## src/rtl/usb_oep_pkg.sv

```systemverilog
// Shared types and register bit positions for the bulk OUT endpoint.
package usb_oep_pkg;
    localparam int REG_W = 32;

    // Bit positions of the status word (software decodes them)
    localparam int B_SHORT = 7;
    localparam int B_NEMPTY = 6;
    localparam int B_FSTALL = 5;
    localparam int B_SSTALL = 4;
    localparam int B_DMA = 3;
    localparam int B_PDONE = 1;
    localparam int B_SVC = 0;

    typedef enum logic [1:0] {
        HS_NONE  = 2'b00,
        HS_ACK   = 2'b01,
        HS_NAK   = 2'b10,
        HS_STALL = 2'b11
    } hs_t;

    typedef enum logic [1:0] {
        RX_IDLE,
        RX_RECV,
        RX_DROP_NAK,
        RX_DROP_QUIET
    } rx_state_t;
endpackage

```

## src/rtl/oep_byte_fifo.sv

```systemverilog
// Byte buffer with a speculative write pointer.
// Bytes become readable only after commit; abort rewinds the write side.
// Assumes DEPTH is a power of two and that commit and wr_en never coincide.
module oep_byte_fifo #(
    parameter int DEPTH = 128,
    parameter int W = 8,
    localparam int AW = $clog2(DEPTH)
) (
    input  logic          clk,
    input  logic          rst_n,
    input  logic          wr_en,
    input  logic [W-1:0]  wr_data,
    input  logic          commit,
    input  logic          abort,
    input  logic          rd_en,
    output logic [W-1:0]  rd_data,
    output logic [AW:0]   level,
    output logic [AW:0]   free
);
    localparam logic [AW:0] DEPTH_V = DEPTH[AW:0];

    logic [W-1:0] mem [DEPTH];
    logic [AW:0]  wr_ptr, cm_ptr, rd_ptr;
    logic [AW:0]  used;

    // Storage write, no reset needed for data
    always_ff @(posedge clk) begin
        if (wr_en) mem[wr_ptr[AW-1:0]] <= wr_data;
    end

    // Pointer update: speculative write, commit point, read
    always_ff @(posedge clk) begin
        if (!rst_n) begin
            wr_ptr <= '0;
            cm_ptr <= '0;
            rd_ptr <= '0;
        end else begin
            if (abort) wr_ptr <= cm_ptr;
            else if (wr_en) wr_ptr <= wr_ptr + 1'b1;
            if (commit) cm_ptr <= wr_ptr;
            if (rd_en && level != '0) rd_ptr <= rd_ptr + 1'b1;
        end
    end

    // Derived levels and head byte
    always_comb begin
        level   = cm_ptr - rd_ptr;
        used    = wr_ptr - rd_ptr;
        free    = DEPTH_V - used;
        rd_data = mem[rd_ptr[AW-1:0]];
    end
endmodule

```

## src/rtl/oep_len_queue.sv

```systemverilog
// Small FIFO of packet lengths, one entry per stored packet.
// Assumes ENTRIES is a power of two; push when full and pop when empty are ignored.
module oep_len_queue #(
    parameter int ENTRIES = 4,
    parameter int LW = 7,
    localparam int QAW = $clog2(ENTRIES)
) (
    input  logic          clk,
    input  logic          rst_n,
    input  logic          push,
    input  logic [LW-1:0] push_len,
    input  logic          pop,
    output logic [LW-1:0] head_len,
    output logic          nonempty,
    output logic          full
);
    localparam logic [QAW:0] ENT_V = ENTRIES[QAW:0];

    logic [LW-1:0] slot [ENTRIES];
    logic [QAW:0]  wp, rp, cnt;

    // Slot write on push
    always_ff @(posedge clk) begin
        if (push && !full) slot[wp[QAW-1:0]] <= push_len;
    end

    // Pointer update
    always_ff @(posedge clk) begin
        if (!rst_n) begin
            wp <= '0;
            rp <= '0;
        end else begin
            if (push && !full) wp <= wp + 1'b1;
            if (pop && nonempty) rp <= rp + 1'b1;
        end
    end

    // Occupancy and head entry
    always_comb begin
        cnt      = wp - rp;
        nonempty = cnt != '0;
        full     = cnt == ENT_V;
        head_len = slot[rp[QAW-1:0]];
    end
endmodule

```

## src/rtl/oep_csr.sv

```systemverilog
// Control/status word: read/write controls, write-1-to-clear sticky flags,
// read-only status assembled from the buffer state. A hardware set wins
// over a same-cycle clear.
module oep_csr
    import usb_oep_pkg::*;
(
    input  logic             clk,
    input  logic             rst_n,
    input  logic             reg_wr,
    input  logic [REG_W-1:0] reg_wdata,
    input  logic             set_sstall,
    input  logic             set_pdone,
    input  logic             st_short,
    input  logic             st_nempty,
    input  logic             st_svc,
    output logic             fstall,
    output logic             dma_mode,
    output logic             pdone,
    output logic [REG_W-1:0] reg_rdata
);
    logic sstall;

    // Control bits and sticky flags
    always_ff @(posedge clk) begin
        if (!rst_n) begin
            fstall   <= 1'b0;
            dma_mode <= 1'b0;
            sstall   <= 1'b0;
            pdone    <= 1'b0;
        end else begin
            if (reg_wr) begin
                fstall   <= reg_wdata[B_FSTALL];
                dma_mode <= reg_wdata[B_DMA];
            end
            if (set_sstall) sstall <= 1'b1;
            else if (reg_wr && reg_wdata[B_SSTALL]) sstall <= 1'b0;
            if (set_pdone) pdone <= 1'b1;
            else if (reg_wr && reg_wdata[B_PDONE]) pdone <= 1'b0;
        end
    end

    // Read word assembly; unused bits stay zero
    always_comb begin
        reg_rdata           = '0;
        reg_rdata[B_SHORT]  = st_short;
        reg_rdata[B_NEMPTY] = st_nempty;
        reg_rdata[B_FSTALL] = fstall;
        reg_rdata[B_SSTALL] = sstall;
        reg_rdata[B_DMA]    = dma_mode;
        reg_rdata[B_PDONE]  = pdone;
        reg_rdata[B_SVC]    = st_svc;
    end
endmodule

```

## src/rtl/usb_bulk_out_rx.sv

```systemverilog
// Receive controller for one bulk OUT endpoint.
// Assumes the packet engine gives at most one of tok_out/rx_valid/rx_eop per
// cycle and that a token is followed by bytes and one rx_eop. Tokens during
// a packet are ignored. Handshake codes appear one cycle after the deciding strobe.
module usb_bulk_out_rx
    import usb_oep_pkg::*;
#(
    parameter int FIFO_DEPTH = 128,
    parameter int MAX_PKT = 64,
    parameter int DMA_LOW_MARK = 32,
    parameter int LEN_SLOTS = 4
) (
    input  logic        clk,
    input  logic        rst_n,
    input  logic        tok_out,
    input  logic        rx_valid,
    input  logic [7:0]  rx_byte,
    input  logic        rx_eop,
    output logic        hs_valid,
    output logic [1:0]  hs_code,
    input  logic        reg_wr,
    input  logic [31:0] reg_wdata,
    output logic [31:0] reg_rdata,
    input  logic        fifo_rd,
    output logic [7:0]  fifo_rdata,
    output logic        irq
);
    localparam int FAW = $clog2(FIFO_DEPTH);
    localparam int CW = $clog2(MAX_PKT) + 1;
    localparam logic [FAW:0] PKT_F = MAX_PKT[FAW:0];
    localparam logic [FAW:0] LOW_F = DMA_LOW_MARK[FAW:0];
    localparam logic [CW-1:0] PKT_C = MAX_PKT[CW-1:0];

    rx_state_t   st, st_nxt;
    hs_t         hs_nxt;
    logic [CW-1:0] cnt, rd_cnt;
    logic        over, over_nxt;
    logic        f_wr, f_commit, f_abort, q_push, set_sstall, set_pdone;
    logic [FAW:0] level, free;
    logic [CW-1:0] head_len;
    logic        q_nonempty, q_full, q_pop, pop_ok;
    logic        fstall, dma_mode, pdone;
    logic        rx_idle;

    assign rx_idle = (st == RX_IDLE);

    oep_byte_fifo #(.DEPTH(FIFO_DEPTH), .W(8)) i_buf (
        .clk(clk), .rst_n(rst_n),
        .wr_en(f_wr), .wr_data(rx_byte),
        .commit(f_commit), .abort(f_abort),
        .rd_en(fifo_rd), .rd_data(fifo_rdata),
        .level(level), .free(free)
    );

    oep_len_queue #(.ENTRIES(LEN_SLOTS), .LW(CW)) i_lenq (
        .clk(clk), .rst_n(rst_n),
        .push(q_push), .push_len(cnt),
        .pop(q_pop), .head_len(head_len),
        .nonempty(q_nonempty), .full(q_full)
    );

    oep_csr i_csr (
        .clk(clk), .rst_n(rst_n),
        .reg_wr(reg_wr), .reg_wdata(reg_wdata),
        .set_sstall(set_sstall), .set_pdone(set_pdone),
        .st_short(q_nonempty && (head_len < PKT_C)),
        .st_nempty(level != '0),
        .st_svc(q_nonempty),
        .fstall(fstall), .dma_mode(dma_mode), .pdone(pdone),
        .reg_rdata(reg_rdata)
    );

    // Packet-side decisions for this cycle
    always_comb begin
        st_nxt     = st;
        hs_nxt     = HS_NONE;
        over_nxt   = over;
        f_wr       = 1'b0;
        f_commit   = 1'b0;
        f_abort    = 1'b0;
        q_push     = 1'b0;
        set_sstall = 1'b0;
        set_pdone  = 1'b0;
        unique case (st)
            RX_IDLE: if (tok_out) begin
                over_nxt = 1'b0;
                if (fstall) begin
                    hs_nxt     = HS_STALL;
                    set_sstall = 1'b1;
                    st_nxt     = RX_DROP_QUIET;
                end else if (free < PKT_F || q_full) begin
                    st_nxt = RX_DROP_NAK;
                end else begin
                    st_nxt = RX_RECV;
                end
            end
            RX_RECV: if (rx_eop) begin
                st_nxt = RX_IDLE;
                if (over) begin
                    hs_nxt  = HS_NAK;
                    f_abort = 1'b1;
                end else begin
                    hs_nxt    = HS_ACK;
                    f_commit  = 1'b1;
                    set_pdone = 1'b1;
                    q_push    = (cnt != '0);
                end
            end else if (rx_valid) begin
                if (cnt == PKT_C) over_nxt = 1'b1;
                else f_wr = 1'b1;
            end
            RX_DROP_NAK: if (rx_eop) begin
                hs_nxt = HS_NAK;
                st_nxt = RX_IDLE;
            end
            RX_DROP_QUIET: if (rx_eop) st_nxt = RX_IDLE;
            default: st_nxt = RX_IDLE;
        endcase
    end

    // Packet-side state, byte count and registered handshake
    always_ff @(posedge clk) begin
        if (!rst_n) begin
            st       <= RX_IDLE;
            cnt      <= '0;
            over     <= 1'b0;
            hs_valid <= 1'b0;
            hs_code  <= HS_NONE;
        end else begin
            st       <= st_nxt;
            over     <= over_nxt;
            hs_valid <= (hs_nxt != HS_NONE);
            hs_code  <= hs_nxt;
            if (rx_idle) cnt <= '0;
            else if (f_wr) cnt <= cnt + 1'b1;
        end
    end

    // Read side: count bytes of the head packet, retire it on its last byte
    assign pop_ok = fifo_rd && (level != '0);
    assign q_pop  = pop_ok && (CW'(rd_cnt + 1'b1) == head_len);

    always_ff @(posedge clk) begin
        if (!rst_n) rd_cnt <= '0;
        else if (q_pop) rd_cnt <= '0;
        else if (pop_ok) rd_cnt <= rd_cnt + 1'b1;
    end

    // Interrupt: packet complete, gated by low fill level in DMA mode
    assign irq = pdone && (!dma_mode || level < LOW_F);
endmodule

```

## config.mk

```make
export PLATFORM = sky130hd
export DESIGN_NAME = usb_bulk_out_rx
export DESIGN_NICKNAME = d
export VERILOG_FILES = /design/src/rtl/usb_oep_pkg.sv /design/src/rtl/oep_byte_fifo.sv /design/src/rtl/oep_len_queue.sv /design/src/rtl/oep_csr.sv /design/src/rtl/usb_bulk_out_rx.sv
export SDC_FILE = /design/constraint.sdc
export NUM_CORES = 1
export LEC_CHECK = 0
export ABC_CLOCK_PERIOD_IN_PS = 3600
export BUFFER_PORTS_ARGS = -buffer_cell sky130_fd_sc_hd__buf_4
export CAP_MARGIN = 10
export CORE_UTILIZATION = 45
export DETAILED_ROUTE_END_ITERATION = 16
export PLACE_DENSITY = 0.6
export SLEW_MARGIN = 25
export SYNTH_ARGS = -nofsm -noshare
export SYNTH_HDL_FRONTEND = slang
export SYNTH_SLANG_ARGS = --single-unit
```

## constraint.sdc

```tcl
create_clock -name clk -period 3.6 [get_ports clk]
set_input_delay 0.72 -clock clk [delete_from_list [all_inputs] [get_ports clk]]
set_output_delay 0.72 -clock clk [all_outputs]
set_load 0.005 [all_outputs]
```

==> After elaboration in Yosys (flattened, before gate mapping) <==
Memory sizes are Yosys's and may differ from the RTL's. A register that Yosys moved wholly into a read port is not among the register bits.
Cells that the tools add are included.
{ "totals": {"regBits": 54, "ram_bits": 1052, "input_bits": 47, "output_inout_bits": 44, "wordCells": 114, "memories": 2} }
{ "classes": {"add_sub_neg": 10, "order_cmp": 3, "eq_ne": 11, "n_mux": 46, "n_bitwise": 1, "reduce_logical": 26} }
{ "mem_list": {"columns": ["name", "words", "word_bits", "read_ports", "rd_ports_with_merged_regs", "write_ports", "line", "source"], "rows": [
  ["i_buf.mem", 128, 8, 1, 1, 1, "oep_byte_fifo.sv:22", "logic [W-1:0] mem [DEPTH];"],
  ["i_lenq.slot", 4, 7, 1, 1, 1, "oep_len_queue.sv:19", "logic [LW-1:0] slot [ENTRIES];"]
]} }
{ "op_table": {"columns": ["operator", "n"], "rows": [
  ["2-to-1 mux 1 bit", 28],
  ["2-to-1 mux 2 bit", 11],
  ["adder 8 x 1 -> 8 bit (second input constant)", 2],
  ["2-to-1 mux 8 bit", 2],
  ["subtractor 8 bit", 2],
  ["adder 7 x 1 -> 7 bit (second input constant)", 2],
  ["2-to-1 mux 7 bit", 2],
  ["nonzero test 2 bit", 5],
  ["logical AND 1 bit", 8],
  ["< comparator 8 x 6 -> 1 bit (second input constant)", 1],
  ["< comparator 8 x 7 -> 1 bit (second input constant)", 1],
  ["inequality test 2 bit (second input constant)", 4],
  ["nonzero test 8 bit", 1],
  ["subtractor 8 bit (first input constant)", 1],
  ["equality test 7 bit", 1],
  ["equality test 7 bit (second input constant)", 1],
  ["< comparator 7 bit (second input constant)", 1],
  ["nonzero test 7 bit", 1],
  ["adder 3 x 1 -> 3 bit (second input constant)", 2],
  ["one-hot mux 2 bit (3 select lines)", 1],
  ["AND reduction 5 bit", 1],
  ["equality test 2 bit (second input constant)", 2],
  ["one-hot mux 2 bit (2 select lines)", 1],
  ["OR reduction 2 bit", 2],
  ["other kinds (12)", 14]
]} }

==> Longest topological paths before layout <==
{ "logic_depth": {"ltp_word": 8, "mapped_depth": 12, "mapped_depth_nobuf": 9} }

==> Cells and area by module <==
Synthesis repeated with hierarchy kept, for this count alone.
{ "unflattened": {"cells_unflattened": 2180, "area_unflattened_um2": 44610.3} }
{ "by_module_without_submodules": {"columns": ["mod", "instances", "cells_each", "area_each_um2"], "rows": [
  ["oep_byte_fifo", 1, 1905, 41532.3],
  ["oep_len_queue", 1, 90, 1507.7],
  ["usb_bulk_out_rx", 1, 138, 1183.6],
  ["oep_csr", 1, 47, 386.6]
]} }

==> Worst setup path before layout <==
OpenSTA, ideal clock, no wires.
{ "synth_path": {"path_kind": "reg2out", "start": "reg (tool-made name)", "end": "out fifo_rdata[0]", "arrival_ns": 2.254, "required_time_ns": 2.880, "path_slack_ns": 0.626, "path_stages_with_launch": 9, "path_buffers": 4, "cell_sequence": "dfxtp_1 > buf_2 > buf_6 > buf_6 > buf_2 > mux4_2 > mux4_2 > mux2i_1 > a221oi_1"} }
{ "synth_lines": {"columns": ["item", "line", "source"], "rows": [
  ["to (decl)", "usb_bulk_out_rx.sv:25", "output logic [7:0] fifo_rdata,"]
]} }

==> flow_metrics.tcl <==
set metrics [dict create \
    outcome "complete, but fails checks" \
    violations "setup timing" \
    die_w_um 315.5 \
    cts_buffer_depth 3 \
    syn_area_um2 44230 \
    rsz0062_at_grt "true" \
    fin_nets 2500 \
    min_from "reg_wdata[3]" \
    placeableCoreArea_um2 96990 \
    synth_seq_cells 1115 \
    clk_pin_slew_ns 0.06 \
    dpl.cell_count 3546 \
    synth_top_area_cell "edfxtp_1" \
    drt_iter0_markers 1856 \
    wire_per_inst_um 25.93 \
    peakVddDrop_uv 483.0 \
    cpMaxStageDelayCell "mux4_2" \
    synth_common_cells "edfxtp_1 (1052), mux4_2 (327), nor2_1 (170), dfxtp_1 (63), nand2_1 (58)" \
    period_share_pct 116.5 \
    cap_violations 0 \
    endpoint_kind "output pin" \
    drc 0 \
    max_freq_mhz 238.5 \
    powerDensity_nw_per_um2 604.2 \
    antenna_found_initial 0 \
    path_class "reg2out" \
    slew_viol_final 0 \
    tightest_slew_ns 0.9766 \
    cts_tree "yes" \
    critPathMaxFanout 10 \
    grt_pass1_vias 21840 \
    yosysSeqAreaShare_pct 74.27 \
    clock_sinks 1115 \
    routed_wl_um 98360 \
    post_synth.cell_area_avg_um2 20.84 \
    seq_area_um2 32880 \
    gp_congestion 0.7998 \
    arrival_ns 3.47 \
    antenna_cells 0 \
    num-fill-cells 7449 \
    grt.overflow.total 0 \
    cts-root-buf "clkbuf_16" \
    syn2layout_area_growth_pct 17.40 \
    holdPathEnd "i_csr.dma_mode" \
    stdcell_count 3794 \
    synth_cells 2122 \
    finalHoldViolations 0 \
    port-buffer-count 37 \
    io_pins 91 \
    multiInputGateArea_um2 10840 \
    reg2reg_from "cnt[0]" \
    hold_buffers 0 \
    clock_skew_ns 0.03353 \
    initial_core_util_pct 45.60 \
    path_cells "buf_12 -> buf_12 -> mux4_2 -> mux4_2 -> mux2_4 -> o22ai_1 -> buf_4 -> a221oi_1 -> buf_4" \
    die-area_um2 99550 \
    grtUsageTotal_pct 19.96 \
    yosysTopAreaCellShare_pct 71.42 \
    final.setup.worst_slack_ns -0.5932 \
    finalSetupTns_ns -4.564 \
    die_y_um 315.5 \
    start_kind "flop" \
    fin_crit_ns 4.193 \
    num_vias 21610 \
    first_pass_iters 7 \
    synth_ff_type "edfxtp_1" \
    htreeDepth 3 \
    grt_start_max_net_pins 129 \
    via_per_inst 5.696 \
    grt_pass1_wl_um 144800 \
    clock_latency_ns 0.69 \
    yosysWarnings 0 \
    required_ns 2.88 \
    hp-class "in2reg" \
    r2r_end "i_buf.mem[82][5]" \
    rrSetupSlack_ns 0.49 \
    synth_edf_count 1052 \
    hold_slack_ns 0.3053 \
    fp-row-count 114 \
    async_flop_share_pct 0 \
    dp_hpwl_um 60040 \
    slowest_delay_ns 0.56 \
    max_slew_margin_pct 34.90 \
    post-route-util_pct 53.54 \
    antenna_left 0 \
    whs_path_depth 3 \
    p_leak_nw 16.36 \
    cts_made_buffers 112 \
    rr_worst_depth 9 \
    yosysUniqueCellTypes 56 \
    synth_most_common_cell "edfxtp_1" \
    synth.top_cells.by_area "edfxtp_1 (71%), mux4_2 (17%), dfxtp_1 (2.9%), nor2_1 (1.4%), ha_1 (0.85%)" \
    setup_viol 8 \
    drive_above_1_share_pct 33.76 \
]
-- through the flow --
step	power (mW)	instance area, um2	worst slack [ns]
after global placement	19.61	47570	-0.006403
after CTS	31.32	51530	-0.6441
after detailed placement	19.65	47570	0.01353
after floorplan	17.80	44320	0.6258
final	31.38	51930	-0.5932
after global routing	32.40	51930	-0.6663
-- layer usage --
metal	GRT usage, %	wire (um)	share of wire [%]	vias up
met4	5.116	2191	2.2	0
met2	31.22	47060	48	698
li1	-	-	-	9297
met1	29.26	43080	44	11480
met5	0	0	0	-
met3	3.503	6026	6.1	132
-- cell type report --
class | instances | share of cell area (%)
multi-input combinational | 869 | 20.87
clock inverter | 65 | 1.173
inverter | 23 | 0.1663
clock buffer | 144 | 5.768
tap | 1276 | 3.074
timing repair buffer | 302 | 5.628
sequential | 1115 | 63.32
-- where the power goes --
part | switching [mW] | total, mW | internal, mW
logic | 2.52 | 5.73 | 3.21
clock network | 4.79 | 11.4 | 6.58
registers | 0.0767 | 14.3 | 14.2
total | 7.38 | 31.4 | 24.0
-- sequential cells by signal, summed over array words and instances (netlist names), named ones only --
register        flops
i_buf.rd_ptr        8
i_lenq.wp           3
hs_code             2
i_lenq.slot        28
i_buf.mem        1024
i_buf.wr_ptr        8
rd_cnt              7
st                  2
i_csr.fstall        1
i_csr.dma_mode      1
over                1
i_buf.cm_ptr        8
cnt                 7
i_lenq.rp           3
i_csr.sstall        1
i_csr.pdone         1
hs_valid            1
-- kinds of logic after synthesis --
family | count (synthesis) | share of synthesized area (%)
flops | 1115 | 74.27
mux | 363 | 17.51
simple gates | 319 | 3.205
buf+inv | 162 | 1.955
compound gates | 102 | 1.485
fa+ha+maj | 30 | 0.8486
xor+xnor | 30 | 0.7185
other cells | 1 | 0.008478
-- worst max-delay path, delay by kind of cell (launching register included) --
kind                   cells  cell delay (ns)
muxes                      3             1.35
buffers and inverters      4             0.75
DFF                        1             0.42
AOI/OAI and AO/OA          2             0.25
-- placed cells by master (no fill, tap or decap), types with 6 or more instances in the layout --
| cell type | synthesis | routed |
|---|---|---|
| nand4_1 | 6 | 6 |
| and3_1 | 6 | 6 |
| dfxtp_4 | 0 | 6 |
| nand2_1 | 58 | 58 |
| clkbuf_1 | 49 | 27 |
| dfxtp_1 | 63 | 53 |
| clkinv_1 | 1 | 25 |
| xor2_1 | 9 | 9 |
| edfxtp_1 | 1052 | 1052 |
| conb_1 | 1 | 25 |
| buf_4 | 38 | 250 |
| clkbuf_16 | 0 | 118 |
| nor2_1 | 170 | 168 |
| nand3_1 | 20 | 20 |
| buf_12 | 0 | 37 |
| and2_1 | 10 | 10 |
| o22ai_1 | 8 | 7 |
| mux2i_1 | 20 | 14 |
| bufinv_16 | 0 | 10 |
| nor3_1 | 7 | 7 |
| mux2_4 | 0 | 8 |
| a221oi_1 | 9 | 7 |
| mux2_2 | 16 | 8 |
| or3_1 | 12 | 12 |
| mux4_2 | 327 | 327 |
| ha_1 | 30 | 25 |
| xnor2_1 | 17 | 17 |
| inv_1 | 22 | 22 |
| o21ai_0 | 13 | 12 |
| clkinv_2 | 0 | 23 |
| a21oi_1 | 35 | 34 |
| buf_6 | 10 | 6 |
| nor2b_1 | 7 | 7 |
-- worst max-delay path by stage --
stage / cells after the start / startpoint / end
after floorplan: 8 / flop / fifo_rdata[0]
after global placement: 8 / flop / fifo_rdata[1]
after detailed placement: 8 / flop / fifo_rdata[1]
after CTS: 9 / flop / fifo_rdata[4]
after global routing: 9 / flop / fifo_rdata[3]
final: 9 / flop / fifo_rdata[3]
-- repair_timing --
| item | CTS | global route |
|---|---|---|
| setup buffers | 13 | 20 |
| pin swaps | 2 | 2 |
| resized for setup | 37 | 27 |
| cloned | 2 | 4 |
| setup endpoints to repair | 10 | 10 |
Power figures use the tool's default switching activity.
